`config.mk`:
```
export PLATFORM = sky130hd
export DESIGN_NAME = tcc_channel
export DESIGN_NICKNAME = d
export VERILOG_FILES = /design/src/rtl/tcc_pkg.sv /design/src/rtl/tcc_insel.sv /design/src/rtl/tcc_capcmp.sv /design/src/rtl/tcc_outunit.sv /design/src/rtl/tcc_channel.sv
export SDC_FILE = /design/constraint.sdc
export NUM_CORES = 1
export LEC_CHECK = 0
export ABC_AREA = 1
export BUFFER_PORTS_ARGS = -buffer_cell sky130_fd_sc_hd__buf_2
export CORE_MARGIN = 2
export CORE_UTILIZATION = 48
export CTS_BUF_LIST = sky130_fd_sc_hd__clkbuf_8
export CTS_CLUSTER_DIAMETER = 60
export DETAILED_ROUTE_END_ITERATION = 10
export PLACE_DENSITY = 0.87
export SLEW_MARGIN = 20
export SYNTH_ARGS = -nofsm -noshare
export SYNTH_HDL_FRONTEND = slang
export SYNTH_SLANG_ARGS = --single-unit
```
`constraint.sdc`:
```
create_clock -name clk -period 2.5 [get_ports clk]
set_clock_uncertainty 0.05 [all_clocks]
set_input_delay 0.25 -clock clk [delete_from_list [all_inputs] [get_ports clk]]
set_output_delay 0.25 -clock clk [all_outputs]
set_load 0.02 [all_outputs]
```
`src/rtl/tcc_pkg.sv`:
```
package tcc_pkg;
  typedef enum logic [2:0] {
    OM_SW      = 3'd0,
    OM_SET     = 3'd1,
    OM_TOG_CLR = 3'd2,
    OM_SET_CLR = 3'd3,
    OM_TOG     = 3'd4,
    OM_CLR     = 3'd5,
    OM_TOG_SET = 3'd6,
    OM_CLR_SET = 3'd7
  } out_mode_e;

  typedef enum logic [1:0] {
    CE_NONE = 2'd0,
    CE_RISE = 2'd1,
    CE_FALL = 2'd2,
    CE_BOTH = 2'd3
  } cap_edge_e;

  typedef enum logic [1:0] {
    SRC_A    = 2'd0,
    SRC_B    = 2'd1,
    SRC_LOW  = 2'd2,
    SRC_HIGH = 2'd3
  } src_sel_e;
endpackage

```
`src/rtl/tcc_insel.sv`:
```
module tcc_insel
  import tcc_pkg::*;
#(
  parameter int SYNC_STAGES = 2
) (
  input  logic     clk,
  input  logic     rst_n,
  input  logic     in_a,
  input  logic     in_b,
  input  src_sel_e src,
  input  logic     sync_en,
  output logic     raw_o,
  output logic     sig_o,
  output logic     rise_o,
  output logic     fall_o
);
  logic raw;
  logic synced;
  logic prev;

  always_comb begin
    case (src)
      SRC_A:    raw = in_a;
      SRC_B:    raw = in_b;
      SRC_LOW:  raw = 1'b0;
      default:  raw = 1'b1;
    endcase
  end

  generate
    if (SYNC_STAGES < 2) begin : g_single
      logic stage;
      always_ff @(posedge clk or negedge rst_n) begin
        if (!rst_n) stage <= 1'b0;
        else        stage <= raw;
      end
      assign synced = stage;
    end else begin : g_chain
      logic [SYNC_STAGES-1:0] chain;
      always_ff @(posedge clk or negedge rst_n) begin
        if (!rst_n) chain <= '0;
        else        chain <= {chain[SYNC_STAGES-2:0], raw};
      end
      assign synced = chain[SYNC_STAGES-1];
    end
  endgenerate

  assign sig_o = sync_en ? synced : raw;
  assign raw_o = raw;

  always_ff @(posedge clk or negedge rst_n) begin
    if (!rst_n) prev <= 1'b0;
    else        prev <= sig_o;
  end

  assign rise_o = sig_o & ~prev;
  assign fall_o = ~sig_o & prev;
endmodule

```
`src/rtl/tcc_capcmp.sv`:
```
module tcc_capcmp
  import tcc_pkg::*;
#(
  parameter int CW = 16
) (
  input  logic          clk,
  input  logic          rst_n,
  input  logic [CW-1:0] count,
  input  logic          step,
  input  logic          cap_sel,
  input  cap_edge_e     edge_mode,
  input  logic          rise,
  input  logic          fall,
  input  logic          sig,
  input  logic          wr_en,
  input  logic [CW-1:0] wr_data,
  input  logic          rd_en,
  input  logic          flag_clr,
  input  logic          cov_clr,
  input  logic          irq_en,
  output logic [CW-1:0] ccr_o,
  output logic          flag_o,
  output logic          irq_o,
  output logic          cov_o,
  output logic          scci_o,
  output logic          eq_o
);
  logic edge_hit;
  logic cap_evt;
  logic unread;

  always_comb begin
    case (edge_mode)
      CE_RISE: edge_hit = rise;
      CE_FALL: edge_hit = fall;
      CE_BOTH: edge_hit = rise | fall;
      default: edge_hit = 1'b0;
    endcase
  end

  assign cap_evt = cap_sel & edge_hit;
  assign eq_o    = ~cap_sel & step & (count == ccr_o);

  // capture has priority over a software write
  always_ff @(posedge clk or negedge rst_n) begin
    if (!rst_n)       ccr_o <= '0;
    else if (cap_evt) ccr_o <= count;
    else if (wr_en)   ccr_o <= wr_data;
  end

  // a new event wins over a clear in the same cycle
  always_ff @(posedge clk or negedge rst_n) begin
    if (!rst_n)               flag_o <= 1'b0;
    else if (cap_evt || eq_o) flag_o <= 1'b1;
    else if (flag_clr)        flag_o <= 1'b0;
  end

  always_ff @(posedge clk or negedge rst_n) begin
    if (!rst_n)       unread <= 1'b0;
    else if (cap_evt) unread <= 1'b1;
    else if (rd_en)   unread <= 1'b0;
  end

  always_ff @(posedge clk or negedge rst_n) begin
    if (!rst_n)                          cov_o <= 1'b0;
    else if (cap_evt && unread && !rd_en) cov_o <= 1'b1;
    else if (cov_clr)                    cov_o <= 1'b0;
  end

  always_ff @(posedge clk or negedge rst_n) begin
    if (!rst_n)    scci_o <= 1'b0;
    else if (eq_o) scci_o <= sig;
  end

  assign irq_o = flag_o & irq_en;
endmodule

```
`src/rtl/tcc_outunit.sv`:
```
module tcc_outunit
  import tcc_pkg::*;
(
  input  logic      clk,
  input  logic      rst_n,
  input  out_mode_e mode,
  input  logic      out_sw,
  input  logic      eq,
  input  logic      period_hit,
  output logic      wave_o
);
  logic nxt;

  // match action first, period action afterwards so it overrides
  always_comb begin
    nxt = wave_o;
    case (mode)
      OM_SW: nxt = out_sw;
      OM_SET: if (eq) nxt = 1'b1;
      OM_TOG_CLR: begin
        if (eq)         nxt = ~wave_o;
        if (period_hit) nxt = 1'b0;
      end
      OM_SET_CLR: begin
        if (eq)         nxt = 1'b1;
        if (period_hit) nxt = 1'b0;
      end
      OM_TOG: if (eq) nxt = ~wave_o;
      OM_CLR: if (eq) nxt = 1'b0;
      OM_TOG_SET: begin
        if (eq)         nxt = ~wave_o;
        if (period_hit) nxt = 1'b1;
      end
      default: begin
        if (eq)         nxt = 1'b0;
        if (period_hit) nxt = 1'b1;
      end
    endcase
  end

  always_ff @(posedge clk or negedge rst_n) begin
    if (!rst_n) wave_o <= 1'b0;
    else        wave_o <= nxt;
  end
endmodule

```
`src/rtl/tcc_channel.sv`:
```
module tcc_channel
  import tcc_pkg::*;
#(
  parameter int CW          = 16,
  parameter int SYNC_STAGES = 2
) (
  input  logic          clk,
  input  logic          rst_n,
  input  logic [CW-1:0] tmr_count,
  input  logic          tmr_step,
  input  logic          period_hit,
  input  logic          cap_in_a,
  input  logic          cap_in_b,
  input  logic          cap_sel,
  input  logic [1:0]    edge_cfg,
  input  logic [1:0]    src_cfg,
  input  logic          sync_en,
  input  logic [2:0]    out_cfg,
  input  logic          out_sw,
  input  logic          irq_en,
  input  logic          wr_en,
  input  logic [CW-1:0] wr_data,
  input  logic          rd_en,
  input  logic          flag_clr,
  input  logic          cov_clr,
  output logic [CW-1:0] ccr_o,
  output logic          flag_o,
  output logic          irq_o,
  output logic          cov_o,
  output logic          cci_o,
  output logic          scci_o,
  output logic          eq_o,
  output logic          wave_o
);
  logic sig, rise, fall;

  tcc_insel #(.SYNC_STAGES(SYNC_STAGES)) u_insel (
    .clk     (clk),
    .rst_n   (rst_n),
    .in_a    (cap_in_a),
    .in_b    (cap_in_b),
    .src     (src_sel_e'(src_cfg)),
    .sync_en (sync_en),
    .raw_o   (cci_o),
    .sig_o   (sig),
    .rise_o  (rise),
    .fall_o  (fall)
  );

  tcc_capcmp #(.CW(CW)) u_capcmp (
    .clk       (clk),
    .rst_n     (rst_n),
    .count     (tmr_count),
    .step      (tmr_step),
    .cap_sel   (cap_sel),
    .edge_mode (cap_edge_e'(edge_cfg)),
    .rise      (rise),
    .fall      (fall),
    .sig       (sig),
    .wr_en     (wr_en),
    .wr_data   (wr_data),
    .rd_en     (rd_en),
    .flag_clr  (flag_clr),
    .cov_clr   (cov_clr),
    .irq_en    (irq_en),
    .ccr_o     (ccr_o),
    .flag_o    (flag_o),
    .irq_o     (irq_o),
    .cov_o     (cov_o),
    .scci_o    (scci_o),
    .eq_o      (eq_o)
  );

  tcc_outunit u_out (
    .clk        (clk),
    .rst_n      (rst_n),
    .mode       (out_mode_e'(out_cfg)),
    .out_sw     (out_sw),
    .eq         (eq_o),
    .period_hit (period_hit),
    .wave_o     (wave_o)
  );
endmodule

```
# Yosys cells after proc, flatten, opt, wreduce, memory -nomap -nowiden

Index checks and enable logic that the tools add are counted.

Register bits after elaboration: 24
Output and inout port bits: 23
Logic and storage cells: 60

Equality and inequality tests: 12
Multiplexer cells: 19
Bitwise logic cells: 11
Reduce and logical (&&, ||, !) cells: 10

Operator list:

| kind                 | number |
|---|---|
| $mux W16             | 2 |
| $eq A16 B16 Y1       | 1 |
| $mux W1              | 14 |
| $eq A3 B3 Y1 const B | 3 |
| $reduce_bool A2 Y1   | 4 |
| $pmux W1 S7          | 1 |
| $and A1 B1 Y1        | 6 |
| $eq A2 B2 Y1 const B | 3 |
| $eq A3 B2 Y1 const B | 2 |
| $pmux W1 S3          | 2 |
| $eq A2 B1 Y1 const B | 2 |
| $not A1 Y1           | 4 |
| $eq A3 B1 Y1 const B | 1 |
| $logic_not A3 Y1     | 1 |
| $logic_and A1 B1 Y1  | 2 |
| $logic_not A2 Y1     | 1 |
| $logic_not A1 Y1     | 1 |
| $logic_or A1 B1 Y1   | 1 |
| $or A1 B1 Y1         | 1 |

# Longest topological paths before layout

Gate-level depths: netlist (run 1).

Depth in word-level cells: 11
Gate-level depth with buffers: 15

# By module

From an unflattened synthesis (run 1), not the netlist that was laid out.

Cells, all modules: 204
Area, all modules: 1,476.4 um^2

By module, submodules not included:

| module      | instances | cells each | area each (um^2) | seq. area each (um^2) |
|---|---|---|---|---|
| tcc_capcmp  | 1         | 167        | 1,203.7          | 500.5 |
| tcc_insel   | 1         | 15         | 142.6            | 75.1 |
| tcc_outunit | 1         | 22         | 130.1            | 25.0 |

# Worst setup path after synthesis (run 1)

Ideal clock, no wire load.

Path type: in2reg
From: input port src_cfg[1]
To: register u_capcmp.flag_o
Setup time: 0.121 ns
Arrival time: 1.756 ns
Required time: 2.329 ns
Path slack: 0.574 ns
Stages: 15
Buffers on the path: 1
Cell sequence: nor2_1 nand2_1 nand2_1 nand2_1 o21ai_0 inv_1 ha_1 inv_1 nand2_1 o211ai_2 nand2_4 inv_6 buf_12 a21oi_1 nand2_1

Cells in the longest elaborated chain, start to end: 10
Elaborated cells between the ends (all ways): 14
Those cells by class: 2 x eq/ne; 4 x mux; 5 x bitwise; 3 x reduce/logical

Ends and longest elaborated chain:

| what                                                 | RTL line          | text |
|---|---|---|
| start, declared                                      | tcc_channel.sv:16 | `input logic [1:0] src_cfg,` |
| $eq A2 B2 Y1, or another cell as far along           | tcc_insel.sv:22   | `case (src)` |
| $pmux W1 S3 *                                        | tcc_insel.sv:22   |  |
| via cci_o                                            | tcc_channel.sv:30 | `output logic cci_o,` |
| $mux W1 *                                            | tcc_insel.sv:48   | `assign sig_o = sync_en ? synced : raw;` |
| via sig                                              | tcc_channel.sv:35 | `logic sig, rise, fall;` |
| $not A1 Y1                                           | tcc_insel.sv:57   | `assign fall_o = ~sig_o & prev;` |
| $and A1 B1 Y1                                        | tcc_insel.sv:57   |  |
| $or A1 B1 Y1                                         | tcc_capcmp.sv:36  | `CE_BOTH: edge_hit = rise \| fall;` |
| $pmux W1 S3 *                                        | tcc_capcmp.sv:33  | `case (edge_mode)` |
| $and A1 B1 Y1 *                                      | tcc_capcmp.sv:41  | `assign cap_evt = cap_sel & edge_hit;` |
| $logic_or A1 B1 Y1 *                                 | tcc_capcmp.sv:54  | `else if (cap_evt \|\| eq_o) flag_o <= 1'b1;` |
| $mux W1 / $reduce_bool A2 Y1 (equally long branches) | n/a               |  |
| end signal, assigned                                 | tcc_capcmp.sv:53  | `if (!rst_n) flag_o <= 1'b0;` |
| end signal, assigned                                 | tcc_capcmp.sv:54  |  |
| end signal, assigned                                 | tcc_capcmp.sv:55  | `else if (flag_clr) flag_o <= 1'b0;` |
| end, declared                                        | tcc_capcmp.sv:22  | `output logic flag_o,` |

The timed path passes the listed nets; every way through them passes the cells marked *.
A chain may end at the register's enable or synchronous reset.

# Worst setup path after layout (run 1)

From: register u_insel.g_chain.chain[1]
To: register u_capcmp.ccr_o[8]

Cells in the longest elaborated chain, start to end: 7
Elaborated cells between the ends (all ways): 9
Those cells by class: 3 x mux; 5 x bitwise; 1 x reduce/logical

Ends and longest elaborated chain:

| what                                                  | RTL line          | text |
|---|---|---|
| start, declared                                       | tcc_insel.sv:39   | `logic [SYNC_STAGES-1:0] chain;` |
| start signal, assigned                                | tcc_insel.sv:42   | `else chain <= {chain[SYNC_STAGES-2:0], raw};` |
| $mux W1 *                                             | tcc_insel.sv:48   |  |
| via sig                                               | tcc_channel.sv:35 |  |
| $not A1 Y1                                            | tcc_insel.sv:57   |  |
| $and A1 B1 Y1                                         | tcc_insel.sv:57   |  |
| $or A1 B1 Y1                                          | tcc_capcmp.sv:36  |  |
| $pmux W1 S3 *                                         | tcc_capcmp.sv:33  |  |
| $and A1 B1 Y1 *                                       | tcc_capcmp.sv:41  |  |
| $mux W16 / $reduce_bool A2 Y1 (equally long branches) | n/a               |  |
| end signal, assigned                                  | tcc_capcmp.sv:47  | `else if (cap_evt) ccr_o <= count;` |
| end signal, assigned                                  | tcc_capcmp.sv:48  | `else if (wr_en) ccr_o <= wr_data;` |
| end, declared                                         | tcc_capcmp.sv:21  | `output logic [CW-1:0] ccr_o,` |

Marked as above.

==> results.toml, run 1 <==
[yosys]
yosysWarnings = 0
syn-cell-area_um2 = 1610
synthFlopType = "dfrtp_1"
syn_avg_cell_area_um2 = 7.60
synth_cell_types = 27
synth_nets = 269
synth_edf_count = 0
synthArstFlopShare = 1.00
synthCells = 212
ys_ff_latch = 24
synth-seq-area-share = 0.373

[power_and_ir_drop]
total_power_mw = 1.05
peakVddDrop_mv = 0.331
power.density_nw_per_um2 = 518
leakage_nw = 1.20

[floorplanning]
ios = 76
row_count = 21
die_h_um = 61.9
start_util = 0.491
coreArea_um2 = 3280
die-area_um2 = 3840
fp.dieW_um = 61.9

[finish]
stdcell_area_um2 = 2030
syn_to_final_growth_pct = 25.9
num-fill-cells = 297
num_antenna_cells = 0
nets = 344
mostFrequentLayoutCells = "buf_2, nand2_1, inv_1, dfrtp_1, nand3_1"
layout-drive-gt1-share = 0.351
regArea_um2 = 601
fin_cells = 331
layout_commonest_cell = "buf_2"
multiInputGateArea_um2 = 781

[clock_tree]
h-tree-depth = 1
cts_buffers = 3
cts_tree = "done"
numClockSinks = 24
clkTransAtPathRegs_ns = 0.08
clk_latency_ns = 0.26
clockRootBuffer = "clkbuf_8"
clockBufferDepth = 2

[place]
place_area_um2 = 1980
gp_congestion = 0.768
pre_cts_ws_ns = 0.300
hpwl_um = 2890
port_buffers = 75
place_inst = 327

[critical_path]
ff2ff_path_depth = 10
required_ns = 2.63
path_class = "reg -> reg"
cp.arrival_ns = 2.17
endpoint_kind = "register"
rrSetupSlack_ns = 0.46
setup.worst_path.end = "u_capcmp.ccr_o[8]"
start_kind = "register"
crit_path_max_fanout = 23
r2r_start = "u_insel.g_chain.chain[1]"
critPathLaunch = "u_insel.g_chain.chain[1]"
r2r_end = "u_capcmp.ccr_o[8]"

[hold_path]
hold_class = "in -> reg"

[sta]
finalWorstSetupSlack_ns = 0.456
fin_crit_sh = 0.818
max_freq_mhz = 489
final-setup-viol-count = 0
slew_headroom = 0.642
tightest_slew_ns = 0.537
rsz0062_at_grt = "no"
layout_min_cycle_time_ns = 2.04
finalHoldViolCount = 0
slew_viol_final = 0
tns_ns = 0

[routing]
wl_um = 3640
drtIter0Drc = 33
first_pass_iters = 5
routed_via_density = 4.72
postRouteAntennaNets = 0
drc = 0
vias = 1563
routedWlPerCell_um = 11.0

[global_route]
grt_pass1_vias = 1387
track_usage = 0.202
grt_pass1_wl_um = 5670
antenna_found_initial = 0
grt_max_degree = 25
overflow = 0

[job]
drv_cap = 0

[outcome]
status = "finished clean"
## worst min-delay path by stage
stage,slack [ns],startpoint,cells past startpoint,endpoint
after global routing,0.12,cov_clr,2,u_capcmp.cov_o
after floorplan,-0.1,rst_n,0,u_capcmp.ccr_o[0]
after CTS,0.12,cov_clr,2,u_capcmp.cov_o
after detailed placement,0.22,rst_n,1,u_capcmp.ccr_o[0]
final,0.12,cov_clr,2,u_capcmp.cov_o
after global placement,0.21,rst_n,1,u_capcmp.ccr_o[0]
## where the power goes
group	leakage, nW	internal, mW	switching, mW	total [mW]
sequential	0.294	0.436	0.0329	0.469
combinational	0.887	0.137	0.223	0.360
clock	0.0216	0.107	0.114	0.221
total	1.20	0.680	0.370	1.05
## logic make-up after synthesis
family / count (synthesis) / share of synthesized area
xor gates and xnor gates: 2 / 0.0109
adders and majority gates: 4 / 0.0311
AOI/OAI and AO/OA: 27 / 0.151
DFF: 24 / 0.373
and+or+nand+nor: 107 / 0.292
buffers and inverters: 48 / 0.143
## Yosys cell counts, types with 2 or more instances
cell type	instances	area share
nand2_1	64	0.15
inv_1	41	0.095
dfrtp_1	24	0.37
clkbuf_8	2	0.017
nand2_4	2	0.014
o211ai_2	12	0.093
o211ai_1	3	0.014
a21oi_1	3	0.0093
xor2_1	2	0.011
nand3_1	22	0.068
o21ai_0	6	0.019
nor2_1	11	0.026
nor2_2	3	0.012
ha_1	4	0.031
## per-stage QoR
stage,util,hold slack [ns]
after floorplan,-,-0.0956
after global placement,0.602,0.209
after detailed placement,0.602,0.215
after CTS,0.618,0.123
after global routing,0.618,0.125
final,0.618,0.123
## timing repair
item | CTS | global route
resized for setup | 0 | 0
endpoints found under the hold margin | 24 | 0
hold buffers | 1 | 0
setup buffers | 0 | 0
## flip-flops by register name, summed over array words and instances, names as in the netlist
register and cells:
u_capcmp.ccr_o 16, u_out.wave_o 1, u_capcmp.flag_o 1, u_insel.g_chain.chain 2
u_capcmp.unread 1, u_capcmp.cov_o 1, u_capcmp.scci_o 1, u_insel.prev 1
## per-layer routing
| layer | part of all wire | up-vias | track usage |
|---|---|---|---|
| li1 | - | 817 | - |
| met1 | 0.43 | 697 | 0.243 |
| met2 | 0.51 | 45 | 0.368 |
| met3 | 0.048 | 4 | 0.0269 |
| met4 | 0.011 | 0 | 0.0669 |
| met5 | 0 | - | 0 |
## area by class of cell
cell class,instances,area share
clock buffer,3,0.0204
inverter,42,0.0802
multi-input combinational,140,0.385
sequential,24,0.296
tap,46,0.0284
timing repair buffer,76,0.190
## critical path: stages, from the launching register on
cell	delay (ns)
dfrtp_1	0.34
inv_1	0.04
o21ai_0	0.33
inv_1	0.09
ha_1	0.28
inv_1	0.03
nand2_1	0.05
o211ai_2	0.09
nand2_4	0.25
nand2_4	0.21
o211ai_1	0.20
No activity file was read; power rests on OpenSTA's default activity.
==> run 2, diff against run 1 <==
--- a/config.mk
+++ b/config.mk
@@ -5,14 +5,14 @@
 export SDC_FILE = /design/constraint.sdc
 export NUM_CORES = 1
 export LEC_CHECK = 0
-export ABC_AREA = 1
+export ABC_AREA = 0
 export BUFFER_PORTS_ARGS = -buffer_cell sky130_fd_sc_hd__buf_2
 export CORE_MARGIN = 2
-export CORE_UTILIZATION = 48
+export CORE_UTILIZATION = 41
 export CTS_BUF_LIST = sky130_fd_sc_hd__clkbuf_8
 export CTS_CLUSTER_DIAMETER = 60
 export DETAILED_ROUTE_END_ITERATION = 10
-export PLACE_DENSITY = 0.87
+export PLACE_DENSITY = 0.83
 export SLEW_MARGIN = 20
 export SYNTH_ARGS = -nofsm -noshare
 export SYNTH_HDL_FRONTEND = slang
==> constraint.sdc (replaced) <==
create_clock -name clk -period 1.8 [get_ports clk]
set_clock_uncertainty 0.05 [all_clocks]
set_input_delay 0.18 -clock clk [delete_from_list [all_inputs] [get_ports clk]]
set_output_delay 0.18 -clock clk [all_outputs]
set_load 0.02 [all_outputs]
==> run 2 against run 1 <==
The run now ends with setup timing left. Sequential power increased by 47%. Register-to-register slack got worse by 0.75 ns. Final cell count shrank 16%. Hold slack worse by 0.075 ns. Routed wire length is 10% higher. Clock-buffer cell count stayed put. Power is 64% higher. Largest cell class unchanged. Largest power group is now combinational logic. Highest routed layer unchanged.
==> results.toml, run 2 <==
[clock_tree]
clockRootBuffer = "clkbuf_8"
clk_latency_ns = 0.26
numClockSinks = 24
cts_tree = "done"
clockBufferDepth = 2
clkTransAtPathRegs_ns = 0.08
cts_buffers = 3
h-tree-depth = 1

[critical_path]
ff2ff_path_depth = 8
cp.arrival_ns = 2.19
endpoint_kind = "register"
path_class = "reg -> reg"
required_ns = 1.89
start_kind = "register"
crit_path_max_fanout = 3
crit_slowest_cell = "dfrtp_2"
crit_chain = "xnor2_1, nand4_1, nor4_2, nand4_2, ha_4, nor2b_1, a221oi_2, a21oi_1"
cpPeakStageDelay_ns = 0.42

[finish]
largestRegisters = "u_capcmp.ccr_o x16, u_insel.g_chain.chain x2"
nets = 291
layout_commonest_cell = "buf_2"
fin_cells = 277
utilization = 0.732
syn_to_final_growth_pct = 68.3
layout-drive-gt1-share = 0.687
largest_reg_flops = 16
num_antenna_cells = 0
mostFrequentLayoutCells = "buf_2, dfrtp_1, nand2_2, mux2i_1, buf_4"
num-fill-cells = 252
regMostFlops = "u_capcmp.ccr_o"
stdcell_area_um2 = 2270

[sta]
slew_viol_final = 0
final-setup-viol-count = 18
finalHoldViolCount = 0
slew_headroom = 0.634
finalWorstSetupSlack_ns = -0.296
layout_min_cycle_time_ns = 2.10
tns_ns = -1.45
max_freq_mhz = 477
fin_crit_sh = 1.16
tightest_slew_ns = 0.549
rsz0062_at_grt = "yes"

[floorplanning]
start_util = 0.435
row_count = 20
die-area_um2 = 3770
fp.dieW_um = 61.4
ios = 76
coreArea_um2 = 3100
die_h_um = 61.4

[power_and_ir_drop]
power_frac_comb = 0.416
power.internal_mw = 1.13
share_clk_of_total_power = 0.184
power.density_nw_per_um2 = 756
switching_share = 0.342
p_switching_uw = 587
leakage_nw = 1.14
peakVddDrop_mv = 0.358
seq_power_share = 0.400

[yosys]
synth-simple-area-share = 0.125
synthArstFlopShare = 1.00
synth_cell_types = 25
synth-seq-area-share = 0.445
synth_compound_area_frac = 0.114
syn_avg_cell_area_um2 = 10.2
synthFlopType = "dfrtp_1"
muxShareOfSynthArea = 0.138
synth_top_family_by_area = "multiplexers"
synthCells = 133
synth_top_cell_by_area = "dfrtp_1"
ys_ff_latch = 24
synth-xor-area-share = 0.104
yosysWarnings = 0
yosysTopAreaCellShare = 0.445
yosysMostFrequentCell = "dfrtp_1"
synth_edf_count = 0
syn-cell-area_um2 = 1350
synth_fa_ha_area_frac = 0.0371
ys_top_cells_by_area = "dfrtp_1, mux2i_1, xnor2_1"
synth_nets = 190
synth.top_cells.by_count = "dfrtp_1, nand2_1, o21ai_1, mux2i_1, xnor2_1"

[hold_path]
hold_class = "in -> reg"
hold_depth = 2

[routing]
wl_um = 4020
routed_via_density = 5.00
vias = 1386
first_pass_iters = 4
postRouteAntennaNets = 0
drc = 0
routedWlPerCell_um = 14.5
drtIter0Drc = 47

[place]
place_inst = 265
port_buffers = 75
place_area_um2 = 1930
hpwl_um = 2730
gp_congestion = 0.701

[global_route]
antenna_found_initial = 0
grt_pass1_wl_um = 5500
overflow = 0
grt_max_degree = 25
grt_pass1_vias = 1268
track_usage = 0.200

[job]
drv_cap = 0

[outcome]
violations = "setup timing"
status = "complete, but fails checks"
[run 2: cell types whose count changed in the layout (fill, tap and decap cells not counted), moves of 7 or more]
cell and change:
xnor2_1 +10, mux2i_1 +16, inv_1 -35, nor2_1 -9, nand3_1 -22, dfrtp_1 -7
buf_4 +16, o211ai_2 -12, nand2_2 +16, buf_6 +7, dfrtp_2 +7, o21ai_2 +14
nand2_1 -61
[run 2: worst paths after layout]
| check | from | end | slack, ns |
|---|---|---|---|
| max | u_capcmp.ccr_o[0] | u_out.wave_o | -0.30 |
| min | out_cfg[2] | u_out.wave_o | 0.05 |
| max reg2reg | u_capcmp.ccr_o[0] | u_out.wave_o | -0.30 |
| min reg2reg | u_insel.g_chain.chain[0] | u_insel.g_chain.chain[1] | 0.31 |
| max in group asynchronous | rst_n | u_capcmp.ccr_o[0] | 0.91 |
| min in group asynchronous | rst_n | u_capcmp.ccr_o[12] | 0.39 |
[run 2: metal layers]
metal  routed length, µm  track usage
met2                2140        0.397
met3                 247       0.0336
met5                   0            0
met1                1570        0.228
met4                  69       0.0274
[run 2: power by group through the flow]
stage / clock, mW / sequential [mW] / combinational [mW]
3_5_place_dp: 0 / 0.687 / 0.591
2_1_floorplan: 0 / 0.778 / 0.231
5_1_grt: 0.339 / 0.696 / 0.772
4_1_cts: 0.320 / 0.683 / 0.637
3_3_place_gp: 0 / 0.680 / 0.576
6_report: 0.316 / 0.688 / 0.714
[run 2: area by class of cell]
cell class	count	area (µm²)	area share
Timing Repair Buffer	101	634	0.279
Multi-Input combinational cell	97	900	0.396
Inverter	7	28.8	0.0127
Sequential cell	24	609	0.268
Clock buffer	3	41.3	0.0182
Tap cell	44	55.1	0.0242
Clock inverter	1	3.75	0.00165
[run 2: stage by stage]
step	hold slack, ns	worst slack [ns]	power [mW]
floorplan	-0.166	-0.215	1.01
global placement	0.129	-0.215	1.26
detailed placement	0.141	-0.306	1.28
CTS	0.0470	-0.308	1.64
global route	0.0653	-0.482	1.81
finish	0.0485	-0.296	1.72
[run 2: repair_timing]
| action | CTS | global route |
|---|---|---|
| resized for setup | 15 | 39 |
| gates cloned | 2 | 1 |
| pin swaps | 7 | 20 |
| setup endpoints to repair | 14 | 21 |
| hold buffers | 1 | 0 |
| hold endpoints to repair | 24 | 0 |
| setup buffers | 3 | 2 |
[run 2: logic make-up after synthesis]
group,Yosys count
and+or+nand+nor,33
AOI/OAI and AO/OA,26
DFF,24
adders and majority gates,4
xor gates and xnor gates,16
buffers and inverters,12
muxes,18
[run 2: critical path, delay by kind of cell, from the launching register on]
kind / cells / cell delay (ns)
adders and majority gates: 1 / 0.29
AOI/OAI and AO/OA: 2 / 0.26
xor gates and xnor gates: 1 / 0.18
DFF: 1 / 0.42
and+or+nand+nor: 4 / 0.79
==> run 3, diff against run 2 <==
--- a/config.mk
+++ b/config.mk
@@ -12,8 +12,8 @@
 export CTS_BUF_LIST = sky130_fd_sc_hd__clkbuf_8
 export CTS_CLUSTER_DIAMETER = 60
 export DETAILED_ROUTE_END_ITERATION = 10
-export PLACE_DENSITY = 0.83
-export SLEW_MARGIN = 20
+export PLACE_DENSITY = 0.87
+export SLEW_MARGIN = 5
 export SYNTH_ARGS = -nofsm -noshare
 export SYNTH_HDL_FRONTEND = slang
 export SYNTH_SLANG_ARGS = --single-unit
==> run 3 against run 2 <==
The flow still finishes with violations (setup timing). Fmax shrank 4.9%. Combinational power up 0.8%. Sequential cell count unchanged. Routed wire length up 4.0%. Critical path type unchanged. Highest routed layer unchanged. Clock power rose by 49%. Utilization rose by 1.3 points. Die area is the same.
==> results.toml, run 3 (synthesized netlist as in run 2, its figures left out) <==
[clock_tree]
clockBufferDepth = 2
numClockSinks = 24
cts_tree = "done"
cts_buffers = 3
clockRootBuffer = "clkbuf_8"
clkTransAtPathRegs_ns = 0.09
h-tree-depth = 1
clk_latency_ns = 0.27

[critical_path]
path_class = "reg -> reg"
cp.arrival_ns = 2.31
endpoint_kind = "register"
start_kind = "register"
required_ns = 1.91
crit_path_max_fanout = 3

[place]
place_area_um2 = 1930
gp_congestion = 0.719
pre_cts_ws_ns = -0.292
port_buffers = 75
hpwl_um = 2730

[sta]
holdWs_ns = 0.0319
layout_min_cycle_time_ns = 2.20
final-setup-viol-count = 18
finalHoldViolCount = 0
slew_headroom = 0.636
rsz0062_at_grt = "yes"
fin_crit_sh = 1.22
tightest_slew_ns = 0.545
slew_viol_final = 0
max_freq_mhz = 454
finalWorstSetupSlack_ns = -0.403

[power_and_ir_drop]
leakage_nw = 1.16
peakVddDrop_mv = 0.397
total_power_mw = 1.88
power.density_nw_per_um2 = 812

[floorplanning]
fp.dieW_um = 61.4
die-area_um2 = 3770
coreArea_um2 = 3100
die_h_um = 61.4
start_util = 0.435
ios = 76
row_count = 20

[finish]
layout-drive-gt1-share = 0.672
syn_to_final_growth_pct = 71.3
regMostFlops = "u_capcmp.ccr_o"
layout_commonest_cell = "buf_2"
num_antenna_cells = 0
largest_reg_flops = 16
nets = 290
stdcell_area_um2 = 2310
mostFrequentLayoutCells = "buf_2, dfrtp_1, mux2i_1, buf_4"
largestRegisters = "u_capcmp.ccr_o x16, u_insel.g_chain.chain x2"

[global_route]
antenna_found_initial = 0
track_usage = 0.198
grt_pass1_wl_um = 5550
grt_pass1_vias = 1362
grt_max_degree = 25
overflow = 0

[routing]
vias = 1373
postRouteAntennaNets = 0
wl_um = 4180
drtIter0Drc = 47
routed_via_density = 4.97
drc = 0
routedWlPerCell_um = 15.2
first_pass_iters = 4

[hold_path]
hold_class = "in -> reg"

[job]
drv_cap = 0

[outcome]
status = "complete, but fails checks"
violations = "setup timing"
-- run 3: cell types whose count changed in the layout (fill, tap and decap cells not counted), moves of 2 or more --
| cell | delta |
|---|---|
| xnor2_1 | +3 |
| nand2_2 | -6 |
| nor2b_1 | -2 |
| buf_4 | -2 |
| xnor2_2 | -3 |
| nand2_4 | +3 |
| nand2_1 | +3 |
-- run 3: timing repair --
item / 4_1_cts / 5_1_grt
cloned: 2 / 1
gates resized for setup: 13 / 48
setup buffers: 2 / 3
pin swaps: 3 / 24
endpoints found under the hold margin: 24 / 0
hold buffers: 1 / 0
setup endpoints to repair: 13 / 22
-- run 3: worst max-delay path, cell delays in order, from the launching register on --
cell and delay [ns]:
dfrtp_2 0.42, xnor2_1 0.17, nand4_1 0.15, nor4_2 0.35, nand4_2 0.23, ha_4 0.30, nor2b_1 0.14, a221oi_2 0.19
a21oi_1 0.09
-- run 3: final timing paths --
path | from | to | slack [ns] | depth (start not counted)
max | u_capcmp.ccr_o[5] | u_out.wave_o | -0.40 | 8
min | out_cfg[2] | u_out.wave_o | 0.03 | 2
max reg2reg | u_capcmp.ccr_o[5] | u_out.wave_o | -0.40 | 8
min reg2reg | u_insel.g_chain.chain[0] | u_insel.g_chain.chain[1] | 0.31 | 0
max in group asynchronous | rst_n | u_capcmp.ccr_o[4] | 0.92 | 2
min in group asynchronous | rst_n | u_capcmp.ccr_o[9] | 0.38 | 2
-- run 3: cell type report --
class,count,area (µm²)
well taps,44,55.1
repair buffers,100,636
clock buffers,3,41.3
fillers,236,791
flip-flops and latches,24,609
inverters,7,31.3
clock inverters,1,30.0
multi-input cells,97,910
-- run 3: power by group --
group	total (mW)	switching (mW)	internal, mW
clock network	0.472	0.175	0.297
registers	0.687	0.0655	0.621
logic	0.720	0.362	0.358
total	1.88	0.602	1.28
-- run 3: routing by layer --
layer,routed length (µm),vias up,GRT usage
met5,0,-,0
met4,52,0,0.0547
met3,259,4,0.0336
met2,2260,56,0.383
met1,1610,657,0.223
li1,-,656,-
-- run 3: stage by stage --
| step | setup TNS [ns] | cells | util |
|---|---|---|---|
| global placement | -1.71 | 265 | 0.623 |
| global route | -3.69 | 276 | 0.745 |
| floorplan | -1.79 | 133 | - |
| detailed placement | -2.68 | 265 | 0.623 |
| finish | -2.15 | 276 | 0.745 |
| CTS | -0.764 | 274 | 0.672 |
